### config.mk
export PLATFORM = sky130hd
export DESIGN_NAME = adc_watch
export DESIGN_NICKNAME = d
export VERILOG_FILES = /design/src/rtl/adc_watch_pkg.sv /design/src/rtl/adc_watch_track.sv /design/src/rtl/adc_watch_thr.sv /design/src/rtl/adc_watch.sv
export SDC_FILE = /design/constraint.sdc
export NUM_CORES = 1
export LEC_CHECK = 0
export BUFFER_PORTS_ARGS = -buffer_cell sky130_fd_sc_hd__buf_4
export CORE_MARGIN = 2
export CORE_UTILIZATION = 50
export CTS_CLUSTER_DIAMETER = 80
export DETAILED_ROUTE_END_ITERATION = 16
export GPL_TIMING_DRIVEN = 0
export PLACE_DENSITY = 0.78
export SETUP_SLACK_MARGIN = 0.15
export SLEW_MARGIN = 30
export SYNTH_ARGS = -nofsm -noshare
export SYNTH_HDL_FRONTEND = slang
export SYNTH_SLANG_ARGS = --single-unit
export TNS_END_PERCENT = 30
### constraint.sdc
create_clock -name clk_i -period 2.4 [get_ports clk_i]
set_input_delay 0.48 -clock clk_i [delete_from_list [all_inputs] [get_ports clk_i]]
set_output_delay 0.48 -clock clk_i [all_outputs]
set_load 0.01 [all_outputs]
### src/rtl/adc_watch_pkg.sv
package adc_watch_pkg;
  localparam int NUM_RO  = 6;
  localparam int NUM_THR = 5;
  localparam int THR_UV_WARN = 0;
  localparam int THR_UV_CRIT = 1;
  localparam int THR_OV_WARN = 2;
  localparam int THR_OV_CRIT = 3;
  localparam int THR_OC_WARN = 4;
  localparam logic [7:0] THR_BASE  = 8'h1A;
  localparam logic [7:0] TRIM_ADDR = 8'h2E;
  localparam logic [7:0] TRIM_RST  = 8'hBF;

  // high-byte address of each monitored pair
  function automatic logic [7:0] ro_addr(int i);
    case (i)
      0:       return 8'h00;
      1:       return 8'h02;
      2:       return 8'h08;
      3:       return 8'h0A;
      4:       return 8'h0C;
      default: return 8'h0E;
    endcase
  endfunction

  function automatic bit ro_is_min(int i);
    return (i == 2) || (i == 4);
  endfunction

  function automatic bit thr_is_under(int k);
    return k < 2;
  endfunction
endpackage

### src/rtl/adc_watch_track.sv
module adc_watch_track #(
  parameter int W = 10
) (
  input  logic         clk_i,
  input  logic         rst_ni,
  input  logic         valid_i,
  input  logic [W-1:0] data_i,
  output logic [W-1:0] last_o,
  output logic [W-1:0] min_o,
  output logic [W-1:0] max_o
);
  always_ff @(posedge clk_i or negedge rst_ni) begin
    if (!rst_ni) begin
      last_o <= '0;
      min_o  <= '1;
      max_o  <= '0;
    end else if (valid_i) begin
      last_o <= data_i;
      if (data_i < min_o) min_o <= data_i;
      if (data_i > max_o) max_o <= data_i;
    end
  end
endmodule

### src/rtl/adc_watch_thr.sv
module adc_watch_thr #(
  parameter int           W   = 10,
  parameter logic [W-1:0] RST = '0
) (
  input  logic         clk_i,
  input  logic         rst_ni,
  input  logic         wr_hi_i,
  input  logic         wr_lo_i,
  input  logic [7:0]   wdata_i,
  output logic [W-1:0] thr_o
);
  localparam int LO_W = W - 8;
  logic [7:0] stage_q;

  always_ff @(posedge clk_i or negedge rst_ni) begin
    if (!rst_ni) begin
      stage_q <= RST[W-1:LO_W];
      thr_o   <= RST;
    end else begin
      if (wr_hi_i) stage_q <= wdata_i;
      // low-byte write commits the staged high byte
      if (wr_lo_i) thr_o <= {stage_q, wdata_i[LO_W-1:0]};
    end
  end
endmodule

### src/rtl/adc_watch.sv
module adc_watch
  import adc_watch_pkg::*;
#(
  parameter int SAMPLE_W = 10
) (
  input  logic                clk_i,
  input  logic                rst_ni,
  input  logic                cur_valid_i,
  input  logic [SAMPLE_W-1:0] cur_data_i,
  input  logic                vol_valid_i,
  input  logic [SAMPLE_W-1:0] vol_data_i,
  input  logic [7:0]          addr_i,
  input  logic                rd_en_i,
  input  logic                wr_en_i,
  input  logic [7:0]          wdata_i,
  output logic [7:0]          rdata_o,
  output logic                uv_warn_o,
  output logic                uv_crit_o,
  output logic                ov_warn_o,
  output logic                ov_crit_o,
  output logic                oc_warn_o
);
  localparam int W    = SAMPLE_W;
  localparam int LO_W = W - 8;

  logic [1:0]                   valid_ch;
  logic [1:0][W-1:0]            data_ch, last_ch, min_ch, max_ch;
  logic [NUM_RO-1:0][W-1:0]     ro_val;
  logic [NUM_RO-1:0][LO_W-1:0]  snap_q;
  logic [NUM_THR-1:0][W-1:0]    thr_act;
  logic [7:0]                   trim_q;
  logic [7:0]                   rd_next;

  // channel 0 = current, 1 = voltage
  assign valid_ch = {vol_valid_i, cur_valid_i};
  assign data_ch  = {vol_data_i, cur_data_i};

  for (genvar c = 0; c < 2; c++) begin : g_trk
    adc_watch_track #(.W(W)) u_trk (
      .clk_i  (clk_i),
      .rst_ni (rst_ni),
      .valid_i(valid_ch[c]),
      .data_i (data_ch[c]),
      .last_o (last_ch[c]),
      .min_o  (min_ch[c]),
      .max_o  (max_ch[c])
    );
  end

  assign ro_val[0] = last_ch[0];
  assign ro_val[1] = last_ch[1];
  assign ro_val[2] = min_ch[0];
  assign ro_val[3] = max_ch[0];
  assign ro_val[4] = min_ch[1];
  assign ro_val[5] = max_ch[1];

  for (genvar k = 0; k < NUM_THR; k++) begin : g_thr
    localparam logic [7:0]   A_HI  = THR_BASE + 8'(2 * k);
    localparam logic [7:0]   A_LO  = A_HI + 8'd1;
    localparam logic [W-1:0] T_RST = thr_is_under(k) ? '0 : '1;
    adc_watch_thr #(.W(W), .RST(T_RST)) u_thr (
      .clk_i  (clk_i),
      .rst_ni (rst_ni),
      .wr_hi_i(wr_en_i && (addr_i == A_HI)),
      .wr_lo_i(wr_en_i && (addr_i == A_LO)),
      .wdata_i(wdata_i),
      .thr_o  (thr_act[k])
    );
  end

  for (genvar i = 0; i < NUM_RO; i++) begin : g_snap
    localparam logic [7:0]      A_HI  = ro_addr(i);
    localparam logic [LO_W-1:0] S_RST = ro_is_min(i) ? '1 : '0;
    always_ff @(posedge clk_i or negedge rst_ni) begin
      if (!rst_ni)                          snap_q[i] <= S_RST;
      else if (rd_en_i && addr_i == A_HI)   snap_q[i] <= ro_val[i][LO_W-1:0];
    end
  end

  always_ff @(posedge clk_i or negedge rst_ni) begin
    if (!rst_ni)                              trim_q <= TRIM_RST;
    else if (wr_en_i && addr_i == TRIM_ADDR)  trim_q <= wdata_i;
  end

  always_comb begin
    rd_next = 8'h00;
    for (int i = 0; i < NUM_RO; i++) begin
      if (addr_i == ro_addr(i))         rd_next = ro_val[i][W-1:LO_W];
      if (addr_i == ro_addr(i) + 8'd1)  rd_next = 8'(snap_q[i]);
    end
    for (int k = 0; k < NUM_THR; k++) begin
      if (addr_i == THR_BASE + 8'(2 * k))     rd_next = thr_act[k][W-1:LO_W];
      if (addr_i == THR_BASE + 8'(2 * k + 1)) rd_next = 8'(thr_act[k][LO_W-1:0]);
    end
    if (addr_i == TRIM_ADDR) rd_next = trim_q;
  end

  always_ff @(posedge clk_i or negedge rst_ni) begin
    if (!rst_ni)      rdata_o <= 8'h00;
    else if (rd_en_i) rdata_o <= rd_next;
  end

  always_ff @(posedge clk_i or negedge rst_ni) begin
    if (!rst_ni) begin
      uv_warn_o <= 1'b0;
      uv_crit_o <= 1'b0;
      ov_warn_o <= 1'b0;
      ov_crit_o <= 1'b0;
      oc_warn_o <= 1'b0;
    end else begin
      if (vol_valid_i) begin
        uv_warn_o <= vol_data_i < thr_act[THR_UV_WARN];
        uv_crit_o <= vol_data_i < thr_act[THR_UV_CRIT];
        ov_warn_o <= vol_data_i > thr_act[THR_OV_WARN];
        ov_crit_o <= vol_data_i > thr_act[THR_OV_CRIT];
      end
      if (cur_valid_i) oc_warn_o <= cur_data_i > thr_act[THR_OC_WARN];
    end
  end
endmodule

==> impl_metrics.csv, run 1 <==
group,metric,value,unit
cells_and_area,ff_latch_area,0.00469,mm^2
clocking,clk_root_buffer_cell,"sky130_fd_sc_hd__clkbuf_16",
yosys,most_used_standard_cells_in_the_synthesized_netlist,"98 x sky130_fd_sc_hd__dfrtp_1, 96 x sky130_fd_sc_hd__mux2_2, 92 x sky130_fd_sc_hd__inv_1",
drt,ant_nets,0,
clocking,clkLatencyLatePin,0.45,ns
power,vdd.ir_drop.worst,0.000469,V
cells_and_area,syn2layout_area_growth,14.3,%
yosys,yosys.area.top_type_share,22.0,%
cells_and_area,nets,1312,
clocking,clock_tree.buffer_depth,2,
cells_and_area,num_antenna_cells,0,
worst_setup_path,startpoint_type,"primary input",
yosys,avgSynthCellArea,10.1,um^2
timing,worst_slack,0.0641,ns
floorplan,rows,54,
grt,antenna_found_initial,0,
timing,report.final.slew_viol_count,0,
worst_setup_path,critical_path.reg2reg.startpoint,"g_trk[0].u_trk.min_o[6]",
clocking,tritoncts.num_buffers,17,
grt,first_pass_grt_wire_length,50900,um
worst_setup_path,worst_ep_required,2.72,ns
floorplan,io_pins,55,
clocking,clock_transition_at_path_regs,0.07,ns
worst_setup_path,critical_path.endpoint_type,"register",
timing,setup_repair_after_global_routing_missed_its_margin,"yes",
timing,finalSetupViolations,0,
yosys,ys_async_sr_fraction,100,%
drt,post_drt_wl_per_cell,22.1,um
worst_setup_path,cp-startpoint,"addr_i[1]",
timing,hold_viol_final,0,
drt,drt_first_pass_iters,6,
worst_setup_path,setup.reg_to_reg.worst_slack,0.12,ns
worst_setup_path,cp_data_arrival_time,2.66,ns
floorplan,floorplan.die_area,0.0235,mm^2
drt,route.met2.wl,14900,um
drt,drt-initial-drc-count,970,
timing,layout_min_cycle_time,2.34,ns
yosys,synth-edff-count,0,
yosys,synth.lib_cells_used.distinct,70,
cells_and_area,utilization,58.3,%
yosys,mappedNetlistNets,1233,
worst_setup_path,critical_path.max_fanout,10,
yosys,synth_area_leader_cell,"sky130_fd_sc_hd__dfrtp_1",
cells_and_area,drive_gt1_share,28.4,%
cells_and_area,multi_input_comb_area,0.00597,mm^2
floorplan,core,0.0218,mm^2
yosys,syn_std_cell_area,0.0111,mm^2
timing,fin_worst_skew,0.0126,ns
yosys,ys.flop_type,"sky130_fd_sc_hd__dfrtp_1",
floorplan,dieWidth,153,um
worst_setup_path,timing_worst_setup_path_type,"primary input to register",
run_status,status,"completed",
floorplan,die_height,153,um
grt,grt.total_usage,27.8,%
grt,grt_remaining_overflow,0,
yosys,post_synth_inst_count,1105,
placement,io_buffers,53,
drt,met1_length,13800,um
drt,routed-wl-met3,2920,um
drt,drt_drc_violations_left,0,
placement,place_congestion,0.953,
grt,pin_count_of_the_biggest_net_entering_global_routing,88,
timing,worst_slew_margin_rel,33.7,%
drt,highest-signal-layer,"met4",
placement,dpl_worst_slack,-0.303,ns
worst_setup_path,critical_path.endpoint,"g_thr[1].u_thr.stage_q[4]",
clocking,htreeDepth,4,
worst_setup_path,r2r.worst_path.cells,9,
cells_and_area,nFillCells,1827,
timing,fmaxAchievable,428,MHz
yosys,yosys_register_bits,183,
yosys,ranking_of_synthesized_cells_by_area,"sky130_fd_sc_hd__dfrtp_1 22%, sky130_fd_sc_hd__dfstp_2 20%, sky130_fd_sc_hd__mux2_2 9.7%",
timing,max_slew.worst_pin.slew,0.990,ns
yosys,synthMostInstantiatedCell,"sky130_fd_sc_hd__dfrtp_1",
yosys,share_of_the_yosys_chip_area_belonging_to_registers,42.1,%
drt,detail_route.wirelength,32600,um
job,drv_cap,0,
power,power_density,780,mW/mm^2
placement,dpl.hpwl,23300,um
timing,fin_crit_sh,97.3,%
drt,via_count,9495,
clocking,tritoncts,"built",
power,leakage,5.87,nW
worst_setup_path,r2r_path_end,"g_trk[0].u_trk.min_o[2]",
yosys,synthesis.yosys.warnings,0,
drt,post_drt_via_cell_ratio,6.43,
grt,first_global_vias,9201,
floorplan,starting_density_of_the_core,51.0,%
min_path,class_of_the_tightest_hold_or_removal_check,"primary input to register",
clocking,cts.sinks,183,
how the worst min path moves through the flow:
stage                              startpoint                        end  slack, ns  cells past startpoint
floorplan                              rst_ni  g_thr[0].u_thr.stage_q[0]       0.18                      0
global placement    g_thr[1].u_thr.stage_q[0]    g_thr[1].u_thr.thr_o[2]       0.45                      2
detailed placement                     rst_ni    g_trk[0].u_trk.max_o[7]       0.30                      1
CTS                                wdata_i[1]  g_thr[0].u_thr.stage_q[1]       0.27                      2
global route                       wdata_i[1]  g_thr[0].u_thr.stage_q[1]       0.26                      2
finish                             wdata_i[1]  g_thr[0].u_thr.stage_q[1]       0.27                      2
cell families (layout without fill, tap and decap cells):
group / Yosys count / in the layout / synth area share (%)
buf+inv: 151 / 242 / 5.44
simple gates: 303 / 303 / 13.8
flops: 183 / 183 / 42.1
compound gates: 276 / 276 / 18.3
mux: 106 / 106 / 10.7
fa+ha+maj: 86 / 86 / 9.66
power breakdown:
part / internal (mW) / total (mW) / switching (mW)
clock: 1.46 / 2.75 / 1.30
sequential: 3.72 / 4.14 / 0.422
combinational: 1.23 / 3.03 / 1.80
metrics by stage:
stage / TNS [ns] / power (mW) / instances / hold WS, ns / area, um^2
after global placement: -32.97 / 6.88 / 1438 / 0.453 / 11900
after CTS: 0 / 9.81 / 1471 / 0.265 / 12500
after global routing: 0 / 10.5 / 1476 / 0.256 / 12700
final: 0 / 9.92 / 1476 / 0.271 / 12700
after floorplan: 0 / 6.03 / 1105 / 0.184 / 11100
after detailed placement: -10.86 / 7.02 / 1440 / 0.304 / 12000
routing by layer:
| metal | global-route usage, % | vias to the layer above |
|---|---|---|
| met3 | 6.55 | 72 |
| met5 | 0 | - |
| met4 | 10.2 | 0 |
| li1 | - | 4283 |
| met1 | 38.0 | 4667 |
| met2 | 43.0 | 473 |
flip-flops by register name (all words and copies together), names as in the netlist:
signal	cells
rdata_o	8
snap_q	12
ov_crit_o	1
trim_q	8
uv_warn_o	1
g_thr.u_thr.stage_q	40
g_trk.u_trk.min_o	20
g_thr.u_thr.thr_o	50
ov_warn_o	1
g_trk.u_trk.max_o	20
oc_warn_o	1
g_trk.u_trk.last_o	20
uv_crit_o	1
worst max-delay path: stages:
cell and delay (ns):
sky130_fd_sc_hd__buf_4 0.13, sky130_fd_sc_hd__buf_2 0.20, sky130_fd_sc_hd__nor2_1 0.79, sky130_fd_sc_hd__nand3_1 0.60
sky130_fd_sc_hd__mux2_2 0.45
cells in the final DEF, fill, tap and decap left out, drive strengths merged, types with 3 or more instances in the layout:
master      n
o311ai      3
mux2       96
dfrtp      98
a211oi      7
a31oi       7
a222oi      7
o21a       10
a21oi      20
ha         86
nor2b      12
inv       100
and3       15
nor3       25
o2111ai    21
a221oi     22
nand4      22
nand3      84
clkinv      3
clkbuf     52
nand2      81
buf        82
mux2i       9
a21o       30
a31o        3
clkinvlp    3
or2         3
o211ai      5
nor2       43
o221ai      3
o22ai       3
o21ai      72
a41oi       5
a211o      12
a22oi      20
dfstp      85
o311a       9
nand2b      8
area by class of cell:
class	count	share of cell area, %
Multi-Input combinational cell	771	46.9
Buffer	57	2.11
Clock buffer	17	3.34
Sequential cell	183	36.8
Inverter	93	2.74
Clock inverter	14	1.10
Timing Repair Buffer	61	4.19
Tap cell	280	2.75
repair_timing:
action,4_1_cts,5_1_grt
buffers inserted,0,5
endpoints found under the setup margin,27,55
resized for setup,7,26
pin swaps,0,3
endpoints found under the hold margin,11,0
hold buffers,1,0
No activity file was read; power rests on OpenSTA's default activity.
==> run 2: changes to the inputs <==
--- a/config.mk
+++ b/config.mk
@@ -9,4 +9,5 @@
 export CORE_MARGIN = 2
 export CORE_UTILIZATION = 50
+export CTS_BUF_LIST = sky130_fd_sc_hd__clkbuf_8
 export CTS_CLUSTER_DIAMETER = 80
 export DETAILED_ROUTE_END_ITERATION = 16
==> constraint.sdc (replaced) <==
create_clock -name clk_i -period 2.4 [get_ports clk_i]
set_input_delay 0.48 -clock clk_i [delete_from_list [all_inputs] [get_ports clk_i]]
set_output_delay 0.48 -clock clk_i [all_outputs]
set_load 0.1 [all_outputs]
==> impl_metrics.csv, run 2 (same netlist as run 1, synthesis figures left out) <==
group,metric,value,unit
placement,io_buffers,53,
min_path,class_of_the_tightest_hold_or_removal_check,"primary input to register",
worst_setup_path,worst_ep_required,2.74,ns
floorplan,floorplan.die_area,0.0235,mm^2
grt,globalRouteMet1Util,38.0,%
placement,dpl.hpwl,23300,um
worst_setup_path,setup.reg_to_reg.worst_slack,0.17,ns
cells_and_area,registers.top_by_ff_count,"g_thr.u_thr.thr_o",
timing,fin_worst_skew,0.0113,ns
cells_and_area,mostFrequentLayoutCells,"98 x sky130_fd_sc_hd__dfrtp_1, 96 x sky130_fd_sc_hd__mux2_2, 92 x sky130_fd_sc_hd__inv_1",
drt,post_drt_wl_per_cell,21.8,um
timing,fin_crit_sh,97.9,%
worst_setup_path,critical_path.reg2reg.startpoint,"g_trk[1].u_trk.max_o[8]",
clocking,tritoncts,"built",
timing,fin_worst_hold_slack,0.228,ns
run_status,status,"completed",
grt,use_met2,42.4,%
worst_setup_path,path_buf_inv,4,
grt,pin_count_of_the_biggest_net_entering_global_routing,88,
cells_and_area,largestRegisters,"g_thr.u_thr.thr_o: 50 flops, g_thr.u_thr.stage_q: 40 flops",
cells_and_area,nets,1315,
clocking,clock_tree.buffer_depth,2,
cells_and_area,syn2layout_area_growth,12.8,%
min_path,worstHoldStart,"wdata_i[1]",
grt,most_used_routing_layer_in_global_routing,"met2",
drt,ant_nets,0,
power,vdd.ir_drop.worst,0.000427,V
timing,finalSetupViolations,0,
min_path,holdPathEnd,"g_thr[0].u_thr.stage_q[1]",
job,drv_cap,0,
timing,worst_slew_margin_rel,32.4,%
worst_setup_path,r2r.worst_path.cells,8,
drt,drt_drc_violations_left,0,
clocking,tritoncts.num_buffers,17,
timing,report.final.slew_viol_count,0,
floorplan,io_pins,55,
grt,first_pass_grt_wire_length,50300,um
clocking,clkLatencyLatePin,0.49,ns
clocking,clock_transition_at_path_regs,0.10,ns
worst_setup_path,path_cells,"buf_4 -> buf_2 -> clkbuf_1 -> buf_1 -> nor3_1 -> a221oi_1 -> a41oi_2",
cells_and_area,nFillCells,1848,
floorplan,core,0.0218,mm^2
timing,setup_repair_after_global_routing_missed_its_margin,"yes",
timing,fmaxAchievable,426,MHz
drt,drt_first_pass_iters,6,
floorplan,die_height,153,um
min_path,hold-path-cell-count,2,
drt,drt-initial-drc-count,982,
grt,grt.total_usage,27.4,%
grt,antenna_found_initial,0,
grt,grt.met3_usage,5.84,%
worst_setup_path,r2r_path_end,"g_trk[1].u_trk.max_o[1]",
drt,post_drt_via_cell_ratio,6.37,
drt,via_count,9416,
worst_setup_path,startpoint_type,"primary input",
clocking,clk_root_buffer_cell,"sky130_fd_sc_hd__clkbuf_8",
timing,layout_min_cycle_time,2.35,ns
grt,grt_remaining_overflow,0,
grt,first_global_vias,9068,
placement,dpl.cell_count,1440,
cells_and_area,mostFrequentLayoutCell,"sky130_fd_sc_hd__dfrtp_1",
power,power_density,749,mW/mm^2
floorplan,starting_density_of_the_core,51.0,%
timing,hold_viol_final,0,
worst_setup_path,critical_path.max_fanout,10,
worst_setup_path,slowest_delay,0.60,ns
worst_setup_path,critical_path.endpoint_type,"register",
worst_setup_path,timing_worst_setup_path_type,"primary input to register",
worst_setup_path,cp_data_arrival_time,2.69,ns
cells_and_area,drive_gt1_share,28.6,%
floorplan,dieWidth,153,um
clocking,htreeDepth,4,
cells_and_area,largest_reg_flops,50,
floorplan,rows,54,
timing,max_slew.worst_pin.slew,1.01,ns
power,leakage,5.79,nW
worst_setup_path,timing.critical_path.slowest_stage_cell,"sky130_fd_sc_hd__a221oi_1",
cells_and_area,layout_cells_excl_fill,1479,
drt,detail_route.wirelength,32200,um
worst_setup_path,path_delay_family,"buffers and inverters",
clocking,cts.sinks,183,
cells_and_area,num_antenna_cells,0,
placement,place_congestion,0.953,
[run 2: area by class of cell]
type	count	area, um^2	area share, %
multi-input cells	771	5980	47.6
plain buffers	57	268	2.13
clock inverters	14	140	1.12
clock buffers	17	234	1.86
repair buffers	64	556	4.42
flip-flops and latches	183	4690	37.3
inverters	93	349	2.78
well taps	280	350	2.79
[run 2: through the flow]
step                      utilization [%]  cell area [um^2]  setup TNS [ns]  power (mW)  worst slack, ns
after global routing                 57.6             12600               0        9.93           0.0342
after CTS                            56.6             12400               0        9.24            0.125
after detailed placement             54.8             12000          -10.86        7.15           -0.303
after floorplan                         -             11100               0        6.16            0.194
final                                57.6             12600               0        9.40           0.0515
after global placement               54.5             11900          -32.97        7.01           -0.297
[run 2: worst reg2reg max path: stages, from the launching register on]
cell,delay [ns]
sky130_fd_sc_hd__dfrtp_1,0.40
sky130_fd_sc_hd__inv_1,0.10
sky130_fd_sc_hd__ha_4,0.31
sky130_fd_sc_hd__nand2_1,0.10
sky130_fd_sc_hd__o41a_1,0.43
sky130_fd_sc_hd__buf_2,0.19
sky130_fd_sc_hd__and3_1,0.19
sky130_fd_sc_hd__a221oi_1,0.24
sky130_fd_sc_hd__nand3_1,0.12
[run 2: timing repair]
action / 4_1_cts / 5_1_grt
resized for setup: 7 / 27
endpoints found under the setup margin: 26 / 52
hold endpoints to repair: 11 / 0
buffers inserted: 0 / 8
hold buffers: 1 / 0
pin swaps: 0 / 4
[run 2: routing by layer]
metal  wire length, um  vias to the layer above  share of wire [%]
li1                  -                     4290                  -
met1             13900                     4631                 43
met2             14500                      424                 45
met3              2710                       71                8.4
met4              1070                        0                3.3
met5                 0                        -                  0
[run 2: power by group]
part | internal [mW] | switching, mW | leakage [nW] | total, mW
logic | 1.26 | 1.94 | 3.58 | 3.20
registers | 3.71 | 0.421 | 2.03 | 4.13
clock network | 0.846 | 1.22 | 0.185 | 2.07
[run 2: worst max path at each step]
| stage | from | to | slack, ns | depth (start not counted) |
|---|---|---|---|---|
| 2_1_floorplan | g_trk[0].u_trk.min_o[6] | g_trk[0].u_trk.min_o[1] | 0.19 | 9 |
| 3_3_place_gp | addr_i[0] | rdata_o[6] | -0.30 | 7 |
| 3_5_place_dp | addr_i[1] | g_thr[1].u_thr.stage_q[6] | -0.30 | 5 |
| 4_1_cts | g_trk[1].u_trk.max_o[8] | g_trk[1].u_trk.max_o[4] | 0.12 | 6 |
| 5_1_grt | g_thr[3].u_thr.thr_o[1] | ov_crit_o | 0.03 | 8 |
| 6_report | addr_i[0] | rdata_o[4] | 0.05 | 7 |
==> run 3: changes to the inputs <==
- CORE_ASPECT_RATIO: unset -> 1.75
- MAX_ROUTING_LAYER: unset -> met4
==> impl_metrics.csv, run 3 (same netlist as run 1, synthesis figures left out) <==
group,metric,value,unit
floorplan,io_pins,55,
power,vdd.ir_drop.worst,0.000370,V
worst_setup_path,cp_data_arrival_time,2.65,ns
worst_setup_path,r2r.worst_path.cells,9,
timing,fin_worst_hold_slack,0.221,ns
drt,via_count,9532,
drt,detail_route.wirelength,33800,um
drt,post_drt_via_cell_ratio,6.38,
floorplan,core,0.0220,mm^2
clocking,clock_tree.buffer_depth,2,
worst_setup_path,setup.reg_to_reg.worst_slack,0.18,ns
cells_and_area,registers.top_by_ff_count,"g_thr.u_thr.thr_o",
clocking,clock_transition_at_path_regs,0.09,ns
timing,setup_repair_after_global_routing_missed_its_margin,"yes",
grt,antenna_found_initial,0,
timing,report.final.slew_viol_count,0,
clocking,clk_root_buffer_cell,"sky130_fd_sc_hd__clkbuf_8",
worst_setup_path,timing_worst_setup_path_type,"register to register",
timing,layout_min_cycle_time,2.22,ns
placement,dpl.cell_count,1456,
min_path,class_of_the_tightest_hold_or_removal_check,"primary input to register",
clocking,htreeDepth,4,
worst_setup_path,critical_path.endpoint_type,"register",
drt,drt_first_pass_iters,8,
drt,drt_drc_violations_left,0,
cells_and_area,largestRegisters,"g_thr.u_thr.thr_o: 50 flops, g_thr.u_thr.stage_q: 40 flops",
worst_setup_path,worst_ep_required,2.83,ns
cells_and_area,mostFrequentLayoutCells,"98 x sky130_fd_sc_hd__dfrtp_1, 96 x sky130_fd_sc_hd__mux2_2, 92 x sky130_fd_sc_hd__inv_1",
grt,grt_remaining_overflow,0,
power,power_density,759,mW/mm^2
timing,worst_slew_margin_rel,37.1,%
placement,dpl.hpwl,25500,um
drt,ant_nets,0,
worst_setup_path,critical_path.max_fanout,10,
placement,placedInstanceArea,0.0120,mm^2
grt,grt.total_usage,30.3,%
worst_setup_path,path_delay_family,"compound AO/OA/AOI/OAI gates",
cells_and_area,num_antenna_cells,0,
clocking,tritoncts.num_buffers,17,
grt,first_pass_grt_wire_length,52400,um
cells_and_area,mostFrequentLayoutCell,"sky130_fd_sc_hd__dfrtp_1",
floorplan,floorplan.die_area,0.0235,mm^2
timing,fin_crit_sh,92.4,%
placement,io_buffers,53,
cells_and_area,drive_gt1_share,28.5,%
drt,drt-initial-drc-count,918,
power,leakage,5.81,nW
run_status,status,"completed",
drt,post_drt_wl_per_cell,22.6,um
job,drv_cap,0,
worst_setup_path,startpoint_type,"register",
floorplan,dieWidth,117,um
floorplan,rows,72,
cells_and_area,nets,1314,
timing,fmaxAchievable,451,MHz
grt,pin_count_of_the_biggest_net_entering_global_routing,73,
grt,first_global_vias,9656,
clocking,tritoncts,"built",
placement,place_congestion,0.978,
cells_and_area,syn2layout_area_growth,13.1,%
worst_setup_path,path_depth,9,
timing,finalSetupViolations,0,
worst_setup_path,path_cells,"inv_1 -> ha_1 -> o21a_1 -> o21a_1 -> o21ai_4 -> clkbuf_4 -> nand3_1 -> o311a_1 -> nand3_1",
cells_and_area,layout_cells_excl_fill,1495,
cells_and_area,multi_input_comb_area,0.00597,mm^2
floorplan,starting_density_of_the_core,50.7,%
floorplan,die_height,201,um
clocking,cts.sinks,183,
timing,fin_worst_skew,0.0149,ns
worst_setup_path,path_buf_inv,2,
cells_and_area,nFillCells,1947,
min_path,hold-path-cell-count,2,
clocking,clkLatencyLatePin,0.50,ns
cells_and_area,largest_reg_flops,50,
worst_setup_path,slowest_delay,0.58,ns
cells_and_area,ff_latch_area,0.00469,mm^2
cells_and_area,finalInstanceArea,0.0126,mm^2
timing,hold_viol_final,0,
worst_setup_path,timing.critical_path.slowest_stage_cell,"sky130_fd_sc_hd__dfstp_2",
timing,max_slew.worst_pin.slew,0.940,ns
==> run 3: cell type report <==
| cell class | count | share of cell area [%] |
|---|---|---|
| inverter | 93 | 2.77 |
| multi-input combinational | 771 | 47.4 |
| timing repair buffer | 63 | 4.15 |
| clock inverter | 14 | 1.33 |
| clock buffer | 18 | 1.97 |
| tap | 296 | 2.94 |
| sequential | 183 | 37.2 |
| buffer | 57 | 2.21 |
==> run 3: metrics by stage <==
stage	setup TNS [ns]	setup slack, ns	total power, mW	util (%)
finish	0	0.183	9.56	57.3
global route	0	0.104	10.1	57.3
CTS	0	0.114	9.41	56.6
detailed placement	-14.32	-0.309	7.18	54.5
global placement	-34.85	-0.304	7.03	54.2
floorplan	0	0.194	6.16	-
==> run 3: path summary, 6_finish.rpt <==
check | start | end
min reg2reg | g_thr[3].u_thr.stage_q[3] | g_thr[3].u_thr.thr_o[5]
max reg2reg | g_trk[0].u_trk.min_o[6] | g_trk[0].u_trk.min_o[9]
max | g_trk[0].u_trk.min_o[6] | g_trk[0].u_trk.min_o[9]
max in group asynchronous | rst_ni | g_trk[1].u_trk.min_o[4]
min in group asynchronous | rst_ni | ov_crit_o
min | wdata_i[0] | g_thr[2].u_thr.thr_o[0]
==> run 3: power breakdown <==
part,internal [mW],switching (mW),total (mW)
logic,1.26,1.99,3.25
clock network,0.980,1.22,2.20
registers,3.71,0.397,4.11
==> run 3: per-layer routing <==
| metal | GRT usage (%) | vias up | wire (um) |
|---|---|---|---|
| met4 | 21.3 | 0 | 2730 |
| met5 | - | - | 0 |
| met3 | 4.64 | 139 | 1660 |
| li1 | - | 4283 | - |
| met2 | 49.6 | 379 | 17000 |
| met1 | 33.0 | 4731 | 12400 |
==> run 3: repair_timing <==
item                                    CTS  global route
hold buffers                              1             0
setup buffers                             0             7
endpoints found under the setup margin   40            43
resized for setup                         9            31
hold endpoints to repair                 35             0
pin swaps                                 0             4
